--- config.mk ---
export PLATFORM = sky130hd
export DESIGN_NAME = ctl_xfer_check
export DESIGN_NICKNAME = d
export VERILOG_FILES = /design/src/rtl/xfer_chk_pkg.sv /design/src/rtl/xfer_direct_chk.sv /design/src/rtl/xfer_gate_chk.sv /design/src/rtl/ctl_xfer_check.sv
export SDC_FILE = /design/constraint.sdc
export NUM_CORES = 1
export LEC_CHECK = 0
export BUFFER_PORTS_ARGS = -buffer_cell sky130_fd_sc_hd__clkbuf_2
export CORE_UTILIZATION = 49
export CTS_CLUSTER_DIAMETER = 100
export DETAILED_ROUTE_END_ITERATION = 8
export PLACE_DENSITY = 0.85
export SLEW_MARGIN = 20
export SYNTH_ARGS = -nofsm -noshare
export SYNTH_HDL_FRONTEND = slang
export SYNTH_SLANG_ARGS = --single-unit
--- constraint.sdc ---
create_clock -name clk_i -period 0.8 [get_ports clk_i]
set_input_delay 0.16 -clock clk_i [delete_from_list [all_inputs] [get_ports clk_i]]
set_output_delay 0.16 -clock clk_i [all_outputs]
set_load 0.03 [all_outputs]
--- src/rtl/xfer_chk_pkg.sv ---
package xfer_chk_pkg;
  typedef enum logic [1:0] {
    KIND_DATA = 2'd0,
    KIND_CODE = 2'd1,
    KIND_GATE = 2'd2,
    KIND_SYS  = 2'd3
  } desc_kind_e;

  typedef enum logic [1:0] {
    FLT_NONE = 2'd0,
    FLT_PROT = 2'd1,
    FLT_NP   = 2'd2
  } fault_e;
endpackage

--- src/rtl/xfer_direct_chk.sv ---
module xfer_direct_chk
  import xfer_chk_pkg::*;
#(
  parameter int unsigned PL_W = 2
) (
  input  desc_kind_e      kind_i,
  input  logic [PL_W-1:0] cpl_i,
  input  logic [PL_W-1:0] dpl_i,
  input  logic            conf_i,
  input  logic            present_i,
  output fault_e          fault_o,
  output logic [PL_W-1:0] new_cpl_o
);
  logic priv_ok;

  // conforming: may reach inward; nonconforming: same level only
  assign priv_ok = conf_i ? (dpl_i <= cpl_i) : (dpl_i == cpl_i);

  always_comb begin
    if (kind_i != KIND_CODE)  fault_o = FLT_PROT;
    else if (!priv_ok)        fault_o = FLT_PROT;
    else if (!present_i)      fault_o = FLT_NP;
    else                      fault_o = FLT_NONE;
  end

  assign new_cpl_o = cpl_i;
endmodule

--- src/rtl/xfer_gate_chk.sv ---
module xfer_gate_chk
  import xfer_chk_pkg::*;
#(
  parameter int unsigned PL_W = 2
) (
  input  logic            is_call_i,
  input  logic [PL_W-1:0] cpl_i,
  input  logic [PL_W-1:0] rpl_i,
  input  logic [PL_W-1:0] gate_dpl_i,
  input  logic            gate_present_i,
  input  logic            dest_code_i,
  input  logic [PL_W-1:0] dest_dpl_i,
  input  logic            dest_conf_i,
  input  logic            dest_present_i,
  output fault_e          fault_o,
  output logic [PL_W-1:0] new_cpl_o,
  output logic            stack_switch_o
);
  logic [PL_W-1:0] eff_pl;
  logic            inward;

  assign eff_pl = (rpl_i > cpl_i) ? rpl_i : cpl_i;
  assign inward = !dest_conf_i && (dest_dpl_i < cpl_i);

  always_comb begin
    fault_o        = FLT_NONE;
    new_cpl_o      = cpl_i;
    stack_switch_o = 1'b0;
    if ((dest_dpl_i > eff_pl) || (eff_pl > gate_dpl_i)) fault_o = FLT_PROT;
    else if (!gate_present_i)                           fault_o = FLT_NP;
    else if (!dest_code_i)                              fault_o = FLT_PROT;
    else if (dest_dpl_i > cpl_i)                        fault_o = FLT_PROT;
    else if (inward && !is_call_i)                      fault_o = FLT_PROT;
    else if (!dest_present_i)                           fault_o = FLT_NP;
    else begin
      new_cpl_o      = inward ? dest_dpl_i : cpl_i;
      stack_switch_o = inward;
    end
  end
endmodule

--- src/rtl/ctl_xfer_check.sv ---
module ctl_xfer_check
  import xfer_chk_pkg::*;
#(
  parameter int unsigned PL_W = 2
) (
  input  logic            clk_i,
  input  logic            rst_ni,
  input  logic            req_valid_i,
  input  logic            is_call_i,
  input  logic [PL_W-1:0] cpl_i,
  input  logic [PL_W-1:0] rpl_i,
  input  logic [1:0]      desc_kind_i,
  input  logic [PL_W-1:0] desc_dpl_i,
  input  logic            desc_conf_i,
  input  logic            desc_present_i,
  input  logic            dest_code_i,
  input  logic [PL_W-1:0] dest_dpl_i,
  input  logic            dest_conf_i,
  input  logic            dest_present_i,
  output logic            valid_o,
  output logic            allow_o,
  output logic [1:0]      fault_o,
  output logic [PL_W-1:0] new_cpl_o,
  output logic            stack_switch_o
);
  desc_kind_e      kind;
  fault_e          dir_fault, gate_fault, sel_fault;
  logic [PL_W-1:0] dir_cpl, gate_cpl, sel_cpl;
  logic            gate_sw, sel_sw, is_gate;

  assign kind    = desc_kind_e'(desc_kind_i);
  assign is_gate = (kind == KIND_GATE);

  xfer_direct_chk #(.PL_W(PL_W)) u_direct (
    .kind_i    (kind),
    .cpl_i     (cpl_i),
    .dpl_i     (desc_dpl_i),
    .conf_i    (desc_conf_i),
    .present_i (desc_present_i),
    .fault_o   (dir_fault),
    .new_cpl_o (dir_cpl)
  );

  xfer_gate_chk #(.PL_W(PL_W)) u_gate (
    .is_call_i      (is_call_i),
    .cpl_i          (cpl_i),
    .rpl_i          (rpl_i),
    .gate_dpl_i     (desc_dpl_i),
    .gate_present_i (desc_present_i),
    .dest_code_i    (dest_code_i),
    .dest_dpl_i     (dest_dpl_i),
    .dest_conf_i    (dest_conf_i),
    .dest_present_i (dest_present_i),
    .fault_o        (gate_fault),
    .new_cpl_o      (gate_cpl),
    .stack_switch_o (gate_sw)
  );

  assign sel_fault = is_gate ? gate_fault : dir_fault;
  assign sel_cpl   = is_gate ? gate_cpl   : dir_cpl;
  assign sel_sw    = is_gate && gate_sw;

  always_ff @(posedge clk_i or negedge rst_ni) begin
    if (!rst_ni) begin
      valid_o        <= 1'b0;
      allow_o        <= 1'b0;
      fault_o        <= 2'd0;
      new_cpl_o      <= '0;
      stack_switch_o <= 1'b0;
    end else if (req_valid_i) begin
      valid_o        <= 1'b1;
      allow_o        <= (sel_fault == FLT_NONE);
      fault_o        <= sel_fault;
      new_cpl_o      <= sel_cpl;
      stack_switch_o <= sel_sw;
    end else begin
      valid_o        <= 1'b0;
      allow_o        <= 1'b0;
      fault_o        <= 2'd0;
      new_cpl_o      <= '0;
      stack_switch_o <= 1'b0;
    end
  end


  idle_quiet_chk: assert property (@(posedge clk_i) disable iff (!rst_ni)
    !valid_o |-> (!allow_o && fault_o == 2'd0 && !stack_switch_o && new_cpl_o == '0));


  verdict_latency_chk: assert property (@(posedge clk_i) disable iff (!rst_ni)
    req_valid_i |=> valid_o);


  allow_fault_chk: assert property (@(posedge clk_i) disable iff (!rst_ni)
    valid_o |-> (allow_o == (fault_o == 2'd0)));


  fault_keeps_cpl_chk: assert property (@(posedge clk_i) disable iff (!rst_ni)
    (valid_o && !allow_o) |-> (new_cpl_o == $past(cpl_i) && !stack_switch_o));


  direct_same_cpl_chk: assert property (@(posedge clk_i) disable iff (!rst_ni)
    (valid_o && allow_o && $past(desc_kind_i) != 2'd2)
      |-> (new_cpl_o == $past(cpl_i) && !stack_switch_o));


  stack_switch_chk: assert property (@(posedge clk_i) disable iff (!rst_ni)
    (valid_o && stack_switch_o)
      |-> (allow_o && $past(is_call_i) && new_cpl_o < $past(cpl_i)));


  gate_window_chk: assert property (@(posedge clk_i) disable iff (!rst_ni)
    (valid_o && allow_o && $past(desc_kind_i) == 2'd2)
      |-> ($past(dest_dpl_i) <= new_cpl_o && $past(rpl_i) <= $past(desc_dpl_i)
           && $past(cpl_i) <= $past(desc_dpl_i)));


  jmp_no_switch_chk: assert property (@(posedge clk_i) disable iff (!rst_ni)
    (valid_o && !$past(is_call_i)) |-> !stack_switch_o);
endmodule

# Yosys cells after proc, flatten, opt, wreduce, memory -nomap -nowiden
# Cells that the tools add are included.
# Widths: inputs -> output; s select.
classes:
  order_cmp: 6
  eq_ne: 3
  muxes: 31
  reduce_logical: 7
ops:
  columns: ["cell", "count"]
  rows:
  - ["$mux 2", 21]
  - ["$mux 1", 10]
  - ["$gt 2x2->1", 4]
  - ["$logic_and 1x1->1", 3]
  - ["$eq 2x2->1", 1]
  - ["$eq 2x2->1 const B", 1]
  - ["$le 2x2->1", 1]
  - ["$logic_not 1->1", 2]
  - ["$logic_not 2->1", 1]
  - ["$lt 2x2->1", 1]
  - ["$ne 2x1->1 const B", 1]
  - ["$logic_or 1x1->1", 1]
word_totals:
  reg_bits: 7
  out_inout_bits: 7
  wordCells: 52

# Logic depth before layout (Yosys ltp)
depth:
  ltp_word: 11
  depth_mapped: 12
  mapped_depth_nobuf: 12

# Modules after synthesis
# Synthesis repeated with hierarchy kept, for this count alone.
hier_totals:
  cells_unflattened: 83
  area_unflattened_um2: 747.0
modules_own_cells:
  columns: ["module", "instances", "cells_each", "area_per_inst_um2", "seq_area_each_um2"]
  rows:
  - ["xfer_gate_chk", 1, 50, 364.1, 0.0]
  - ["ctl_xfer_check", 1, 21, 297.8, 175.2]
  - ["xfer_direct_chk", 1, 12, 85.1, 0.0]

# Worst setup path after synthesis
# No wires, ideal clock.
synth_timing:
  path_kind: "in2reg"
  startpoint: "input cpl_i[1]"
  endpoint: "register new_cpl_o[0]"
  setup_ns: 0.079
  t_arrival_ns: 2.103
  t_required_ns: 0.721
  setup_slack_ns: -1.382
  path_stages: 10
  path_buffers: 0
  cell_sequence: "inv_1 ha_1 o22ai_1 mux2_2 ha_1 nand2_1 o21ai_4 nand4b_4 nor4_4 mux2i_1"
synth_between:
  elab_chain_len: 11
synth_rtl:
  columns: ["element", "line", "text"]
  rows:
  - ["from (decl)", "ctl_xfer_check.sv:10", "input logic [PL_W-1:0] cpl_i,"]
  - ["$lt 2x2->1", "xfer_gate_chk.sv:23", "assign inward = !dest_conf_i && (dest_dpl_i < cpl_i);"]
  - ["$logic_and 1x1->1", "xfer_gate_chk.sv:23", null]
  - ["$mux 2", "xfer_gate_chk.sv:36", "new_cpl_o = inward ? dest_dpl_i : cpl_i;"]
  - ["$mux 2", "xfer_gate_chk.sv:34", "else if (!dest_present_i) fault_o = FLT_NP;"]
  - ["$mux 2", "xfer_gate_chk.sv:33", "else if (inward && !is_call_i) fault_o = FLT_PROT;"]
  - ["$mux 2", "xfer_gate_chk.sv:32", "else if (dest_dpl_i > cpl_i) fault_o = FLT_PROT;"]
  - ["$mux 2", "xfer_gate_chk.sv:31", "else if (!dest_code_i) fault_o = FLT_PROT;"]
  - ["$mux 2", "xfer_gate_chk.sv:30", "else if (!gate_present_i) fault_o = FLT_NP;"]
  - ["$mux 2 *", "xfer_gate_chk.sv:29", "if ((dest_dpl_i > eff_pl) || (eff_pl > gate_dpl_i)) fault_o = FLT_PROT;"]
  - ["$mux 2 *", "ctl_xfer_check.sv:60", "assign sel_cpl = is_gate ? gate_cpl : dir_cpl;"]
  - ["$mux 2 *", "ctl_xfer_check.sv:70", "end else if (req_valid_i) begin"]
  - ["to (signal assigned)", "ctl_xfer_check.sv:74", "new_cpl_o <= sel_cpl;"]
  - ["to (decl)", "ctl_xfer_check.sv:23", "output logic [PL_W-1:0] new_cpl_o,"]
# Every way passes the cells marked *; elsewhere a longest branch is shown, timed or not.

# Worst setup path in the final report
layout_timing:
  startpoint: "input rpl_i[1]"
  endpoint: "register new_cpl_o[0]"
layout_between:
  elab_chain_len: 7
layout_rtl:
  columns: ["element", "line", "text"]
  rows:
  - ["from (decl)", "ctl_xfer_check.sv:11", "input logic [PL_W-1:0] rpl_i,"]
  - ["$gt 2x2->1", "xfer_gate_chk.sv:22", "assign eff_pl = (rpl_i > cpl_i) ? rpl_i : cpl_i;"]
  - ["$mux 2 *", "xfer_gate_chk.sv:22", null]
  - ["$gt 2x2->1", "xfer_gate_chk.sv:29", null]
  - ["$logic_or 1x1->1 *", "xfer_gate_chk.sv:29", null]
  - ["$mux 2 *", "xfer_gate_chk.sv:29", null]
  - ["$mux 2 *", "ctl_xfer_check.sv:60", null]
  - ["$mux 2 *", "ctl_xfer_check.sv:70", null]
# Marked as above.

==> impl_metrics.tcl <==
set metrics [dict create \
    synth_xor_area_share_pct 0 \
    slew_headroom_pct 76.3 \
    synthSimpleGateAreaFrac_pct 22.6 \
    gr-usage-all-layers_pct 44.3 \
    die_x_um 38.0 \
    worstPathMaxFanout 3 \
    syn_to_final_growth_pct 78.0 \
    wl_met1_um 906 \
    path_cells "buf_2 > inv_2 > ha_4 > nor2_2 > o22ai_2 > mux2_4 > ha_4 > nand2_4 > o21ai_4 > nand4b_4 > nor4_4 > mux2i_1" \
    power_density_nw_per_um2 1220 \
    ys_types 25 \
    synth-seq-cells 7 \
    hold_violations 0 \
    synth_edf_count 0 \
    hp-class "in2reg" \
    synth-main-ff-cell "dfrtp_1" \
    dr_total_vias 806 \
    seq_area_frac_synth_pct 27.6 \
    place_hpwl_um 1380 \
    cts_buffer_depth 2 \
    io_pins 26 \
    p_leak_nw 0.567 \
    worst_hold_slack_ns 0.172 \
    syn_nets 94 \
    avgRoutedWirePerCell_um 24.4 \
    setup_viol 13 \
    cp_top_family "multiplexers" \
    critical_path.max_stage_delay_ns 0.35 \
    status "finished, violations left" \
    cts_max_level 1 \
    worst-setup-path-type "in2reg" \
    postRouteAntennaNets 0 \
    finalNonFillerCells 119 \
    syn_inst 64 \
    fmax_mhz 486 \
    worst_pin_slew_ns 0.353 \
    cts_made_buffers 3 \
    drv_slew 0 \
    crit_top_cell "ha_4" \
    synth_top_family_by_area "simple AND/OR/NAND/NOR gates" \
    grt_start_max_net_pins 10 \
    grt_pass1_wl_um 4100 \
    drive_above_1_share_pct 61.9 \
    path_clk_slew_ns 0.05 \
    io_buffer_count 25 \
    crit_path_top_delay_cell "mux2_4" \
    critPathLaunchType "input port" \
    die_area_um2 1450 \
    core_area_um2 1160 \
    synthArstFlopShare_pct 100 \
    worst-path-buf-inv 2 \
    layout_commonest_cell "clkbuf_2" \
    initial_core_util_pct 55.0 \
    wl_met3_um 402 \
    final_cell_mix "15 x clkbuf_2, 9 x buf_4, 7 x inv_1, 7 x dfrtp_1, 7 x buf_8" \
    pre_cts_ws_ns -1.56 \
    cts_tree "built" \
    avgSynthCellArea_um2 9.93 \
    finish.instance_area_um2 1130 \
    grt-ovfl-total 0 \
    drtIter0Drc 58 \
    ir_drop_uv 847 \
    worst_slack_ns -1.26 \
    critPathRequiredTime_ns 0.95 \
    post-route-period-util_pct 257 \
    dp.cells 113 \
    dieHeight_um 38.0 \
    ys_warn_count 0 \
    gp_congestion 0.738 \
    dr.pass1.iters 6 \
    synth-adder-area-share_pct 21.7 \
    maxCapViolCount 0 \
    end_kind "flip-flop" \
    violations "setup timing" \
    numClockSinks 7 \
    final_core_util_pct 97.8 \
    drt_wl_total_um 2900 \
    rsz0062_at_grt "yes" \
    final.min_clock_period_ns 2.06 \
    antenna_found_initial 0 \
    muxShareOfSynthArea_pct 4.92 \
    vias_per_cell 6.77 \
    antennaDiodeCount 0 \
    top_layer "met4" \
    finalNetCount 136 \
    arrival_ns 2.21 \
    drc_errors 0 \
    cts-root-buf "clkbuf_4" \
    syn_area_um2 636 \
    wl_met2_um 1340 \
    place_area_um2 942 \
    first_global_vias 827 \
    fp-row-count 12 \
    synth-compound-area-share_pct 16.1 \
]
==> logic make-up after synthesis <==
group | Yosys count
AND/OR/NAND/NOR | 19
multiplexers | 3
AO/OA/AOI/OAI | 12
buffers and inverters | 12
flip-flops | 7
adder cells (fa/ha/maj) | 11
==> cells in the mapped netlist (2+ instances only) <==
cell | n | share of area (%)
nor2b_4 | 2 | 4.3
inv_1 | 12 | 7.1
o21a_1 | 2 | 2.4
nand2_1 | 7 | 4.1
nor2_1 | 2 | 1.2
dfrtp_1 | 7 | 28
mux2i_1 | 2 | 3.1
o21ai_4 | 2 | 5.1
a21oi_1 | 2 | 1.6
ha_1 | 11 | 22
==> registers in the layout (all words and copies together) (netlist names) <==
name and count:
stack_switch_o 1, fault_o 2, allow_o 1, valid_o 1, new_cpl_o 2
==> layer usage <==
layer	track usage (%)	up-vias
met5	0	-
met4	34.8	0
met3	15.7	40
met2	74.6	104
met1	43.8	359
li1	-	303
==> what timing repair did <==
item,4_1_cts,5_1_grt
buffers inserted,1,0
hold buffers,1,0
endpoints found under the setup margin,13,13
endpoints found under the hold margin,7,0
pin swaps,9,5
resized for setup,26,10
==> report_power, final <==
group	internal, mW	leakage [nW]	switching [mW]	total, mW
sequential	0.370	0.0911	0.0139	0.384
combinational	0.322	0.461	0.355	0.677
clock	0.190	0.0150	0.128	0.318
==> metrics by stage <==
stage / power [mW] / setup TNS, ns
floorplan: 0.699 / -6.84
global placement: 0.860 / -8.66
detailed placement: 0.889 / -8.96
CTS: 1.30 / -8.03
global route: 1.45 / -8.70
finish: 1.38 / -8.25
==> worst paths after layout <==
kind | end | slack [ns] | depth (start not counted) | start
setup / recovery | new_cpl_o[0]$_DFF_PN0_ | -1.26 | 12 | rpl_i[1]
hold / removal | valid_o$_DFF_PN0_ | 0.17 | 1 | req_valid_i
max in group asynchronous | fault_o[1]$_DFF_PN0_ | 0.30 | 2 | rst_ni
min in group asynchronous | allow_o$_DFF_PN0_ | 0.33 | 2 | rst_ni
==> layout make-up <==
type	instances	area (um2)
clock buffers	4	26.3
repair buffers	37	324
inverters	12	60.1
fillers	16	25.0
flip-flops and latches	7	175
multi-input cells	45	528
well taps	14	17.5
(Power assumes the default switching activity.)
